## config.mk

```make
export PLATFORM = sky130hd
export DESIGN_NAME = freq_race_cmp
export DESIGN_NICKNAME = d
export VERILOG_FILES = /design/src/rtl/fcmp_pkg.sv /design/src/rtl/fcmp_edge_sync.sv /design/src/rtl/fcmp_race_cnt.sv /design/src/rtl/fcmp_verdict.sv /design/src/rtl/freq_race_cmp.sv
export SDC_FILE = /design/constraint.sdc
export NUM_CORES = 1
export LEC_CHECK = 0
export BUFFER_PORTS_ARGS = -buffer_cell sky130_fd_sc_hd__buf_2
export CAP_MARGIN = 20
export CORE_ASPECT_RATIO = 0.8
export CORE_MARGIN = 3
export CORE_UTILIZATION = 35
export CTS_CLUSTER_DIAMETER = 120
export DETAILED_ROUTE_END_ITERATION = 10
export SETUP_SLACK_MARGIN = 0.4
export SYNTH_ARGS = -nofsm -noshare
export SYNTH_HDL_FRONTEND = slang
export SYNTH_SLANG_ARGS = --single-unit
```

## constraint.sdc

```tcl
create_clock -name clk -period 0.8 [get_ports clk]
set_input_delay 0.16 -clock clk [delete_from_list [all_inputs] [get_ports clk]]
set_output_delay 0.16 -clock clk [all_outputs]
set_load 0.01 [all_outputs]
```

## src/rtl/fcmp_pkg.sv

```systemverilog
package fcmp_pkg;
  localparam int unsigned CH_SYN = 0;
  localparam int unsigned CH_UNK = 1;
  localparam int unsigned N_CH   = 2;

  typedef enum logic [1:0] {
    RACE_NONE = 2'b00,
    RACE_SYN  = 2'b01,
    RACE_UNK  = 2'b10,
    RACE_TIE  = 2'b11
  } race_e;

  function automatic race_e race_classify(input logic syn_won, input logic unk_won);
    race_e r;
    unique case ({unk_won, syn_won})
      2'b01:   r = RACE_SYN;
      2'b10:   r = RACE_UNK;
      2'b11:   r = RACE_TIE;
      default: r = RACE_NONE;
    endcase
    return r;
  endfunction
endpackage

```

## src/rtl/fcmp_edge_sync.sv

```systemverilog
module fcmp_edge_sync #(
  parameter int unsigned STAGES = 2
) (
  input  logic clk,
  input  logic rst_ni,
  input  logic sig_i,
  output logic rise_o
);
  localparam int unsigned DEPTH = STAGES + 1;

  logic [DEPTH-1:0] shift_q;
  logic [DEPTH-1:0] shift_d;

  always_comb begin
    shift_d = {shift_q[DEPTH-2:0], sig_i};
  end

  always_ff @(posedge clk or negedge rst_ni) begin
    if (!rst_ni) shift_q <= '0;
    else         shift_q <= shift_d;
  end

  // edge seen at the last synchronizer stage, one delay flop behind it
  assign rise_o = shift_q[STAGES-1] & ~shift_q[STAGES];
endmodule

```

## src/rtl/fcmp_race_cnt.sv

```systemverilog
module fcmp_race_cnt #(
  parameter int unsigned CNT_W = 8
) (
  input  logic clk,
  input  logic rst_ni,
  input  logic inc_i,
  input  logic clr_i,
  output logic wrap_o
);
  localparam logic [CNT_W-1:0] CNT_MAX = {CNT_W{1'b1}};

  logic [CNT_W-1:0] cnt_q;
  logic [CNT_W-1:0] cnt_d;
  logic             cnt_en;

  assign wrap_o = inc_i && (cnt_q == CNT_MAX);
  assign cnt_en = inc_i | clr_i;

  always_comb begin
    if (clr_i) cnt_d = '0;
    else       cnt_d = cnt_q + 1'b1;
  end

  always_ff @(posedge clk or negedge rst_ni) begin
    if (!rst_ni)     cnt_q <= '0;
    else if (cnt_en) cnt_q <= cnt_d;
  end
endmodule

```

## src/rtl/fcmp_verdict.sv

```systemverilog
module fcmp_verdict
  import fcmp_pkg::*;
(
  input  logic  clk,
  input  logic  rst_ni,
  input  race_e race_i,
  output logic  raise_o,
  output logic  strobe_o
);
  logic raise_q, raise_d, raise_en;
  logic strobe_q, strobe_d;

  always_comb begin
    raise_d  = raise_q;
    raise_en = 1'b0;
    strobe_d = 1'b0;
    unique case (race_i)
      RACE_SYN: begin raise_d = 1'b0; raise_en = 1'b1; strobe_d = 1'b1; end
      RACE_UNK: begin raise_d = 1'b1; raise_en = 1'b1; strobe_d = 1'b1; end
      RACE_TIE: begin strobe_d = 1'b1; end
      default:  begin end
    endcase
  end

  always_ff @(posedge clk or negedge rst_ni) begin
    if (!rst_ni) begin
      raise_q  <= 1'b1;
      strobe_q <= 1'b0;
    end else begin
      if (raise_en) raise_q <= raise_d;
      strobe_q <= strobe_d;
    end
  end

  assign raise_o  = raise_q;
  assign strobe_o = strobe_q;
endmodule

```

## src/rtl/freq_race_cmp.sv

```systemverilog
module freq_race_cmp
  import fcmp_pkg::*;
#(
  parameter int unsigned CNT_W       = 8,
  parameter int unsigned SYNC_STAGES = 2
) (
  input  logic clk,
  input  logic rst_n,
  input  logic syn_sq_i,
  input  logic unk_sq_i,
  output logic raise_o,
  output logic strobe_o
);
  logic [1:0]      rst_sync_q;
  logic            rst_ni;
  logic [N_CH-1:0] sq_in;
  logic [N_CH-1:0] rise;
  logic [N_CH-1:0] wrap;
  logic            clear_all;
  logic            wrap_syn;
  logic            wrap_unk;
  race_e           race;

  // asynchronous assert, clocked release
  always_ff @(posedge clk or negedge rst_n) begin
    if (!rst_n) rst_sync_q <= 2'b00;
    else        rst_sync_q <= {rst_sync_q[0], 1'b1};
  end
  assign rst_ni = rst_sync_q[1];

  assign sq_in[CH_SYN] = syn_sq_i;
  assign sq_in[CH_UNK] = unk_sq_i;

  genvar g;
  generate
    for (g = 0; g < N_CH; g++) begin : g_ch
      fcmp_edge_sync #(.STAGES(SYNC_STAGES)) u_sync (
        .clk    (clk),
        .rst_ni (rst_ni),
        .sig_i  (sq_in[g]),
        .rise_o (rise[g])
      );
      fcmp_race_cnt #(.CNT_W(CNT_W)) u_cnt (
        .clk    (clk),
        .rst_ni (rst_ni),
        .inc_i  (rise[g]),
        .clr_i  (clear_all),
        .wrap_o (wrap[g])
      );
    end
  endgenerate

  assign wrap_syn  = wrap[CH_SYN];
  assign wrap_unk  = wrap[CH_UNK];
  assign clear_all = |wrap;
  assign race      = race_classify(wrap_syn, wrap_unk);

  fcmp_verdict u_verdict (
    .clk      (clk),
    .rst_ni   (rst_ni),
    .race_i   (race),
    .raise_o  (raise_o),
    .strobe_o (strobe_o)
  );
endmodule

```

==> summary.md <==
| Metric | Value |
|---|---|
| Outcome | finished with violations |
| Failing checks | negative hold slack, negative setup slack |
| Post-synthesis mux area share | 1.80% |
| Longest Clk Path Bufs | 2 |
| Mapped Cells | around 110 |
| Post-Synth XOR/XNOR Area | ~4.4% |
| Largest net degree at the start of global routing | 16 |
| Tcrit/Tclk final | 223% |
| Int Pwr | 0.00304 W |
| Sequential Area | 656 um2 |
| Wl on met1 | 1.10 mm |
| CTS Root Cell | clkbuf_8 |
| 1st-iter DRT viols | 40 |
| Hold-fix buffers, CTS | 1 |
| Synth cell count leaders | dfrtp_1 (25), nand2_1 (15), and2_1 (7), nand3_1 (7), ha_1 (5) |
| Psw | 0.00113 W |
| Rows | 18 |
| Worst EP arrival | about 2 ns |
| Cts bufs inserted | 3 |
| Layout Cells excl Fill | 197 |
| Setup ws final | -0.987 ns |
| Sw Share | 27.0% |
| Number of flops mapped to enable cells by yosys | 0 |
| Power, Total | 0.00417 W |
| Synth-to-layout area growth | 51.1% |
| Met2 WL | 1.19 mm |
| Routability cong. | approximately 0.79 |
| Crit path max fanout | 9 |
| GR Overflow Total | 0 |
| Crit. End Element | flop |
| Unique masters post-synth | 34 |
| Mapped Area | 0.00118 mm2 |
| Total Wirelength | 2.41 mm |
| CTS tree | yes |
| Hold Crit Depth | 1 |
| Routed vias/inst | 4.74 |
| Clock Latency Late Sink | 0.27 ns |
| Via count | 933 |
| H-tree depth | 1 |
| Largest family of logic cells by synthesized area | simple AND/OR/NAND/NOR gates |
| Place WS | -0.997 ns |
| Setup violations, final | 20 |
| DR DRC count | 0 |
| Synth Register Bits | 26 |
| Die footprint | 0.00412 mm2 |
| Fill count | 265 |
| Clk pin slew, worst setup/hold paths | around 0.09 ns |
| Reg power frac | about two fifths |
| Syn Nets | 118 |
| Compound-gate portion of the synthesized area | 8.25% |
| Maxcap violations | 0 |
| F_max | 0.559 GHz |
| Vias in the first global route | roughly 940 |
| Pre-antenna DRT Iters | 4 |
| Final net count | ~170 |
| Multi-input gate area | 561 um2 |
| HP Class | in2reg |
| Power share of the clock group | 25.7% |
| Post-detail-place hpwl | 1.60 mm |
| DP Cell Count | 180 |
| Layout cell share with drive strength beyond 1 | 41.4% |
| Critical Path RT | 0.97 ns |
| Max IR drop VDD | 0.00135 V |
| Warnings, synthesis | 0 |
| CTS sink count | 26 |
| Post-Synth Simple-Gate Area | 22.4% |
| Die height | 58.0 um |
| Hold Vio Cnt, Final | 2 |
| Ports | 6 |
| Core Area | 0.00315 mm2 |
| WL met3 | 87 um |
| Port bufs | 5 |
| Ant. Diodes | 0 |
| Total GRT Usage | 13.6% |
| Area share of the largest cell type after synthesis | 52.9% |
| Final ANT Viol Nets | 0 |
| Unrepaired setup endpoints after global routing | yes |
| Register-to-Register Path Depth | 8 |
| Async set-reset flop share out of synthesis | 100% |
| Most instantiated library cell after synthesis | dfrtp_1 |
| Setup TNS | -16.66 ns |
| Critical path startpoint category | flop |
| Leak | ~0.84 nW |
| Final min period | ~1.8 ns |
| Worst Skew | 0.00192 ns |
| Seq/Total Area, Yosys | a little under three fifths |
| Final Slew Violations | 0 |
| Wirelength per Cell | between 10 and 15 um |
| Logic pwr share | 33.6% |
| Initial Utilization | 37.5% |
| Crit Path Category | reg2reg |
| Area contributors post-synth | dfrtp_1 (53%), ha_1 (5.3%), nand2_1 (4.8%) |
| Die Wd | about 70 um |
| Max layer used | met4 |
| Synth Area in Adders | 5.29% |
| Placement Cell Area | 0.00150 mm2 |
| Hold WS | -0.0117 ns |
| First-pass GRT wire length | between 4 and 5 mm |
| Initial antenna violation count | 0 |
| Top_reg_cell synth | dfrtp_1 |
| Power density cells | 2330 mW/mm2 |
| Finished Cell Area | 0.00179 mm2 |
| Avg Cell Area, Syn | 10.8 um2 |
| Synth area leader | dfrtp_1 |
[layout make-up]
type	instances	area share, %
timing repair buffer	47	24.3
inverter	4	0.840
sequential	26	36.7
clock inverter	1	1.68
multi-input combinational	76	31.4
tap	40	2.80
clock buffer	3	2.31
[what timing repair did]
| action | 4_1_cts | 5_1_grt |
|---|---|---|
| buffers inserted | 6 | 4 |
| pin swaps | 1 | 2 |
| resized for setup | 6 | 8 |
| endpoints found under the hold margin | 4 | 2 |
| cloned | 2 | 0 |
| setup endpoints to repair | 49 | 49 |
[layout by cell type, fill, tap and decap left out, drive strengths merged, types with 2 or more instances in the layout]
cell	instances
a22o	2
clkbuf	3
xnor2	3
o21ai	3
o22ai	2
xor2	3
buf	46
a21oi	2
inv	4
nand4	2
nor2b	3
or2	2
o31ai	2
ha	5
nand2b	2
or3	3
and2	7
nand2	15
dfrtp	25
nand3	7
[worst paths after layout]
path / endpoint / startpoint / slack, ns
worst max-delay path: g_ch[0].u_cnt.cnt_q[6] / g_ch[1].u_cnt.cnt_q[0] / -0.99
worst min-delay path: g_ch[0].u_sync.shift_q[0] / syn_sq_i / -0.01
worst max register to register: g_ch[0].u_cnt.cnt_q[6] / g_ch[1].u_cnt.cnt_q[0] / -0.99
worst min register to register: g_ch[1].u_sync.shift_q[0] / rst_sync_q[1] / 0.31
max in group asynchronous: g_ch[0].u_cnt.cnt_q[7] / rst_sync_q[1] / 0.29
min in group asynchronous: rst_sync_q[1] / rst_n / 0.19
[power by group through the flow]
| stage | combinational, W | sequential, W | clock, W |
|---|---|---|---|
| after detailed placement | 0.00121 | 0.00174 | 0 |
| after global routing | 0.00159 | 0.00173 | 0.00118 |
| after CTS | 0.00131 | 0.00170 | 0.00112 |
| after floorplan | 0.000571 | 0.00178 | 0 |
| final | 0.00140 | 0.00170 | 0.00107 |
| after global placement | 0.00115 | 0.00172 | 0 |
[worst max-delay path, stage by stage (launching register included)]
cell and delay [ns]:
dfrtp_1 0.36, ha_2 0.19, nand3_2 0.08, or2_4 0.23, or2_4 0.25, ha_4 0.20
buf_4 0.13, buf_4 0.12, and2_1 0.12
[through the flow]
step	util [%]	hold WS, ns
4_1_cts	54.6	-0.0237
2_1_floorplan	-	-0.136
5_1_grt	56.7	-0.0275
6_report	56.7	-0.0117
3_5_place_dp	47.5	-0.0519
3_3_place_gp	47.5	-0.0550
[per-layer routing]
| metal | track usage (%) | vias to the layer above |
|---|---|---|
| met1 | 16.8 | 441 |
| met4 | 4.02 | 0 |
| met3 | 3.81 | 5 |
| met5 | 0 | - |
| met2 | 23.4 | 15 |
| li1 | - | 472 |
[state kept, by name, indices dropped and copies added (netlist names)]
name                 count
g_ch.u_cnt.cnt_q        16
g_ch.u_sync.shift_q      6
rst_sync_q               2
u_verdict.raise_o        1
u_verdict.strobe_o       1
[cells by family after synthesis]
kind of cell	count (synthesis)
buf+inv	7
compound gates	14
other cells	1
fa+ha+maj	5
flops	26
xor+xnor	6
simple gates	48
mux	2
Note: power is estimated with default switching activity, not from simulation.
